===== src/rtl/clk_ratio_gen.sv =====
`timescale 1ns/1ps
module clk_ratio_gen #(
  parameter int LOCK_PERIODS = 16
) (
  input  logic       pclk,
  input  logic       rst_n,
  input  logic [2:0] strap,
  input  logic       bclk_off,
  output logic       bclk_o,
  output logic       bclk_en,
  output logic       stclk_o,
  output logic       rst_out_n
);
  localparam int LW = $clog2(LOCK_PERIODS + 1);

  logic [1:0]    sync;
  logic          run;
  logic [2:0]    ratio;
  logic [2:0]    cnt;
  logic [LW-1:0] lock_cnt;

  function automatic logic [2:0] decode(input logic [2:0] s);
    case (s)
      3'd3, 3'd4, 3'd5, 3'd6: decode = s;
      default:                decode = 3'd4;
    endcase
  endfunction

  always_ff @(posedge pclk or negedge rst_n)
    if (!rst_n) sync <= 2'b00;
    else        sync <= {sync[0], 1'b1};

  assign run = sync[1];

  always_ff @(posedge pclk)
    if (!run) ratio <= decode(strap);

  always_ff @(posedge pclk or negedge rst_n)
    if (!rst_n)                    cnt <= '0;
    else if (!run)                 cnt <= '0;
    else if (cnt == ratio - 3'd1)  cnt <= '0;
    else                           cnt <= cnt + 3'd1;

  assign bclk_en = run && (cnt == 3'd0);
  assign bclk_o  = run && !bclk_off && (cnt < (ratio >> 1));

  always_ff @(posedge pclk or negedge rst_n)
    if (!rst_n)   stclk_o <= 1'b0;
    else if (run) stclk_o <= ~stclk_o;

  always_ff @(posedge pclk or negedge rst_n)
    if (!rst_n) begin
      lock_cnt  <= '0;
      rst_out_n <= 1'b0;
    end else if (bclk_en && !rst_out_n) begin
      lock_cnt <= lock_cnt + 1'b1;
      if (lock_cnt == LW'(LOCK_PERIODS - 1)) rst_out_n <= 1'b1;
    end
endmodule



===== config.mk =====
export PLATFORM = sky130hd
export DESIGN_NAME = clk_ratio_gen
export DESIGN_NICKNAME = d
export VERILOG_FILES = /design/src/rtl/clk_ratio_gen.sv
export SDC_FILE = /design/constraint.sdc
export NUM_CORES = 1
export LEC_CHECK = 0
export ABC_AREA = 0
export CAP_MARGIN = 30
export CORE_AREA = 3 3 42 44
export CTS_CLUSTER_SIZE = 16
export DETAILED_ROUTE_END_ITERATION = 12
export DIE_AREA = 0 0 45 47
export DONT_BUFFER_PORTS = 1
export HOLD_SLACK_MARGIN = 0.12
export PLACE_DENSITY_LB_ADDON = 0.15
export SLEW_MARGIN = 20
export SYNTH_ARGS = -nofsm -noshare
export SYNTH_HDL_FRONTEND = slang
export SYNTH_SLANG_ARGS = --single-unit

===== constraint.sdc =====
create_clock -name pclk -period 1.4 [get_ports pclk]
set_input_delay 0.14 -clock pclk [delete_from_list [all_inputs] [get_ports pclk]]
set_output_delay 0.14 -clock pclk [all_outputs]
set_load 0.01 [all_outputs]

* Word level (Yosys, flattened, before mapping)
Index checks and enable logic that the tools add are counted.
Word-level totals: flip-flop bits (word level) 15, bits of input ports 6, output and inout bits 4, logic and storage cells 28
Cells by class: add/subtract/negate cells 3, magnitude comparators 1, equal/unequal tests 6, mux-type cells 2, bitwise operators 1, reduce and logical (&&, ||, !) cells 9
Operators by type and width (count):
- equality test 3 bit, second input constant | 3
- 2-to-1 mux 3 bit | 2
- adder 5 x 1 -> 5 bit, second input constant | 1
- equality test 5 x 4 -> 1 bit, second input constant | 1
- logical AND 1 bit | 4
- OR reduction 4 bit | 1
- adder 3 x 1 -> 3 bit, second input constant | 1
- equality test 3 x 2 -> 1 bit, second input constant | 1
- equality test 3 bit | 1
- logical NOT 3 bit | 1
- less-than comparator 3 x 2 -> 1 bit | 1
- subtractor 3 x 1 -> 3 bit, second input constant | 1
- logical NOT 1 bit | 2
- AND reduction 2 bit | 1
- NOT 1 bit | 1

* Longest topological paths before layout
word-level depth 4, gate-level depth with buffers 6, depth with buffers taken out 5

* Least setup slack after synthesis
Ideal clock, no wire load.
kind register -> register, start reg cnt[0], end reg lock_cnt[1], arrival 1.323 ns, required time 1.272 ns, setup slack -0.051 ns, stages on the path, launching flop included 6, buffers on the path 1, cell sequence dfrtp_1 -> inv_1 -> ha_1 -> nor4bb_1 -> buf_2 -> mux2_1
Between the ends: word-level cells in the longest chain between the ends 3
RTL lines:
- start: declaration | RTL line 19 | logic [2:0] cnt;
- start signal: assignment | RTL line 42 | else cnt <= cnt + 3'd1;
- logical NOT 3 bit | RTL line 44 | assign bclk_en = run && (cnt == 3'd0);
- logical AND 1 bit | RTL line 44
- logical AND 1 bit | RTL line 55 | end else if (bclk_en && !rst_out_n) begin
- end signal: assignment | RTL line 56 | lock_cnt <= lock_cnt + 1'b1;
- end: declaration | RTL line 20 | logic [LW-1:0] lock_cnt;
Every way passes these cells. A chain may end at the register's enable or synchronous reset.

* Worst setup path after layout
start reg cnt[1], end out bclk_o
Between the ends: word-level cells in the longest chain between the ends 2
RTL lines:
- less-than comparator 3 x 2 -> 1 bit | RTL line 45 | assign bclk_o = run && !bclk_off && (cnt < (ratio >> 1));
- logical AND 1 bit | RTL line 45
- end: declaration | RTL line 9 | output logic bclk_o,
Every way passes these cells.

==> summary.txt <==
Power
  – Pwr dens: 1480 nW/um^2
  – Max IR drop VDD: 0.000821 V
  – P_leak: 0.501 nW

STA
  – Minimum clock period: 1.45 ns
  – Worst-margin pin slew: 0.521 ns
  – Setup Viol. Count Final: 5
  – Period utilization: 103%
  – Setup TNS: -0.0932 ns
  – Clk_skew: 0.00196 ns
  – Worst slew margin: 65.2%
  – Fin worst setup slack: -0.0477 ns
  – Hold Fails Final Rpt: 0
  – Hold Slack: 0.195 ns
  – FMAX: 691 MHz
  – Final Slew Violations: 0
  – RSZ-0062 raised after global routing: yes

Setup path
  – CP peak stage delay: 0.40 ns
  – Worst path top cell family by delay: flip-flops
  – Worst path slowest cell: dfrtp_1
  – Worst path bufs/invs: 1
  – Max FO, Critical Path: 2
  – Crit. End Element: output pin
  – Setup CP Type: register to output pin
  – CP required: 1.26 ns
  – CP Cell Sequence: buf_6, ha_4, o21ai_2, and4b_1
  – WP data arrival: 1.31 ns
  – Worst setup SP type: register

Global route
  – First-pass GRT wire length: 2.19 mm
  – Total GRT Usage: 14.5%
  – Pin count of the biggest net entering global routing: 13
  – Overflow after GRT: 0
  – Via count of the first global-routing pass: 528
  – Initial antenna violation count: 0

Synth
  – Synth Net Count: 75
  – Mean Syn Cell Area: 12.1 um^2
  – Post-synth EDFFs: 3
  – Post-Synthesis Cells: 63
  – Yosys warning count: 0
  – Yosys reg bits: 15
  – Distinct cells, synth: 25
  – Ys flop type: dfrtp_1
  – Seq/Total Area, Yosys: 51.4%
  – Share of synthesized registers carrying an async set or reset: 80.0%
  – Synth Cell Area: 759 um^2

Place
  – PortBufs: 0
  – Dpl cell area: 842 um^2
  – Routability cong.: 0.773
  – Final HPWL DP: 931 um
  – Pre-CTS setup slack: -0.0852 ns

Outcome
  – Status: finished with violations
  – Failing checks: negative setup slack

Floorplanning
  – I/O Pins: 10
  – Die height: 47 um
  – Die extent in x: 45 um
  – Initial Util: 51.6%
  – Die area: 2120 um^2
  – Num rows: 14
  – Core Area: 1470 um^2

Layout
  – Core Util, Final: 72.8%
  – Ratio of cells with drive above 1 in the final layout: 40.5%
  – Fill cell count: 110
  – N_diodes: 0
  – Layout area overhead: 41.0%
  – Nets: 97
  – Final Cell Area: 1070 um^2

Clocking
  – Clock sink total: 15
  – TritonCTS clock tree: built
  – Root Buffer: clkbuf_4
  – Clk buf depth: 2
  – CTS HTree Levels: 1
  – Clk_lat worst skew: 0.28 ns
  – Clock transition at path regs: 0.08 ns
  – Num CTS Buffers: 3

Route
  – Final WL: 1.30 mm
  – Routed len/inst: 13.0 um
  – DR vias: 521
  – DRT Pass-1 Iters: 3
  – DRC: 0
  – Vias per std cell: 5.21
  – DRT iter0 DRCs: 2
  – Antenna Nets Post-Route: 0

Run
  – Max-Cap Viols: 0

Min path
  – Hold crit path type: primary input to register
==> synth_stat cells, types with 2 or more instances <==
master	number	share of area [%]
ha_1	6	9.9
xnor2_1	4	4.6
mux2i_1	2	2.6
inv_1	7	3.5
o21ai_0	2	1.3
dfrtp_1	12	40
xor2_1	5	5.8
nor2b_1	3	2.5
and2_1	2	1.6
edfxtp_1	3	12
nor2_1	3	1.5
==> state kept, by name, indices dropped and copies added, names as in the netlist <==
signal	flops
ratio	3
cnt	3
sync	2
stclk_o	1
rst_out_n	1
lock_cnt	5
==> repair_timing <==
action	in CTS	in global routing
gates resized for setup	12	16
hold buffers	4	0
endpoints found under the setup margin	5	10
hold endpoints to repair	15	0
pin swaps	1	7
buffers inserted	5	0
==> power by group <==
part           total [W]  switching, W  internal [W]
clock           0.000239      0.000134      0.000106
sequential      0.000690      0.000114      0.000576
combinational   0.000655      0.000266      0.000389
total            0.00158      0.000513       0.00107
==> routing by layer <==
metal / share of wire, % / vias to the layer above / wire, um / global-route usage, %
met5: 0 / - / 0 / 0
met4: 0.69 / 0 / 9 / 5.26
met3: 3.2 / 2 / 41 / 4.60
met2: 51 / 8 / 663 / 23.7
met1: 45 / 260 / 581 / 18.1
li1: - / 251 / - / -
==> cell type report <==
| class | count | area, um^2 | area share [%] |
|---|---|---|---|
| Clock buffer | 3 | 22.5 | 2.10 |
| Clock inverter | 1 | 5.00 | 0.467 |
| Inverter | 7 | 26.3 | 2.45 |
| Multi-Input combinational cell | 40 | 443 | 41.4 |
| Sequential cell | 15 | 390 | 36.4 |
| Tap cell | 16 | 20.0 | 1.87 |
| Timing Repair Buffer | 18 | 164 | 15.3 |
==> kinds of logic (layout without fill, tap and decap cells) <==
family / count (synthesis) / after routing / share of synthesized area, %
flip-flops: 15 / 15 / 51.4
AND/OR/NAND/NOR: 15 / 15 / 12.4
XOR/XNOR: 10 / 10 / 13.5
buffers and inverters: 8 / 29 / 4.12
adder cells (fa/ha/maj): 6 / 6 / 9.88
AO/OA/AOI/OAI: 5 / 5 / 4.12
multiplexers: 3 / 3 / 4.12
other: 1 / 1 / 0.494
==> metrics by stage <==
step	instances	power [W]
6_report	100	0.00158
5_1_grt	100	0.00170
4_1_cts	100	0.00148
3_5_place_dp	87	0.00111
3_3_place_gp	87	0.00109
2_1_floorplan	63	0.000957
==> path summary, 6_finish.rpt <==
path / start / endpoint / slack (ns) / depth (start not counted)
setup / recovery: cnt[1]$_DFF_PN0_ / bclk_o / -0.05 / 4
hold / removal: strap[2] / ratio[1]$_SDFFCE_PN0N_ / 0.20 / 2
setup reg to reg: ratio[2]$_SDFFCE_PN1N_ / cnt[1]$_DFF_PN0_ / -0.02 / 4
hold reg to reg: sync[0]$_DFF_PN0_ / sync[1]$_DFF_PN0_ / 0.36 / 0
max in group asynchronous: rst_n / cnt[0]$_DFF_PN0_ / 0.79 / 1
min in group asynchronous: rst_n / cnt[2]$_DFF_PN0_ / 0.27 / 1
==> cell usage in the layout (no fill, tap or decap), drive strengths merged <==
cell	n
buf	14
dfrtp	12
inv	7
ha	6
xor2	5
dlygate4sd3	4
xnor2	4
nor2	3
clkbuf	3
edfxtp	3
nor2b	3
and2	2
mux2i	2
o21ai	2
nand3b	1
and3	1
xor3	1
o31ai	1
nor3b	1
and4b	1
o22ai	1
a21o	1
nor4bb	1
nand4	1
nand2	1
mux2	1
clkinv	1
conb	1
Note: power is estimated with default switching activity, not from simulation.
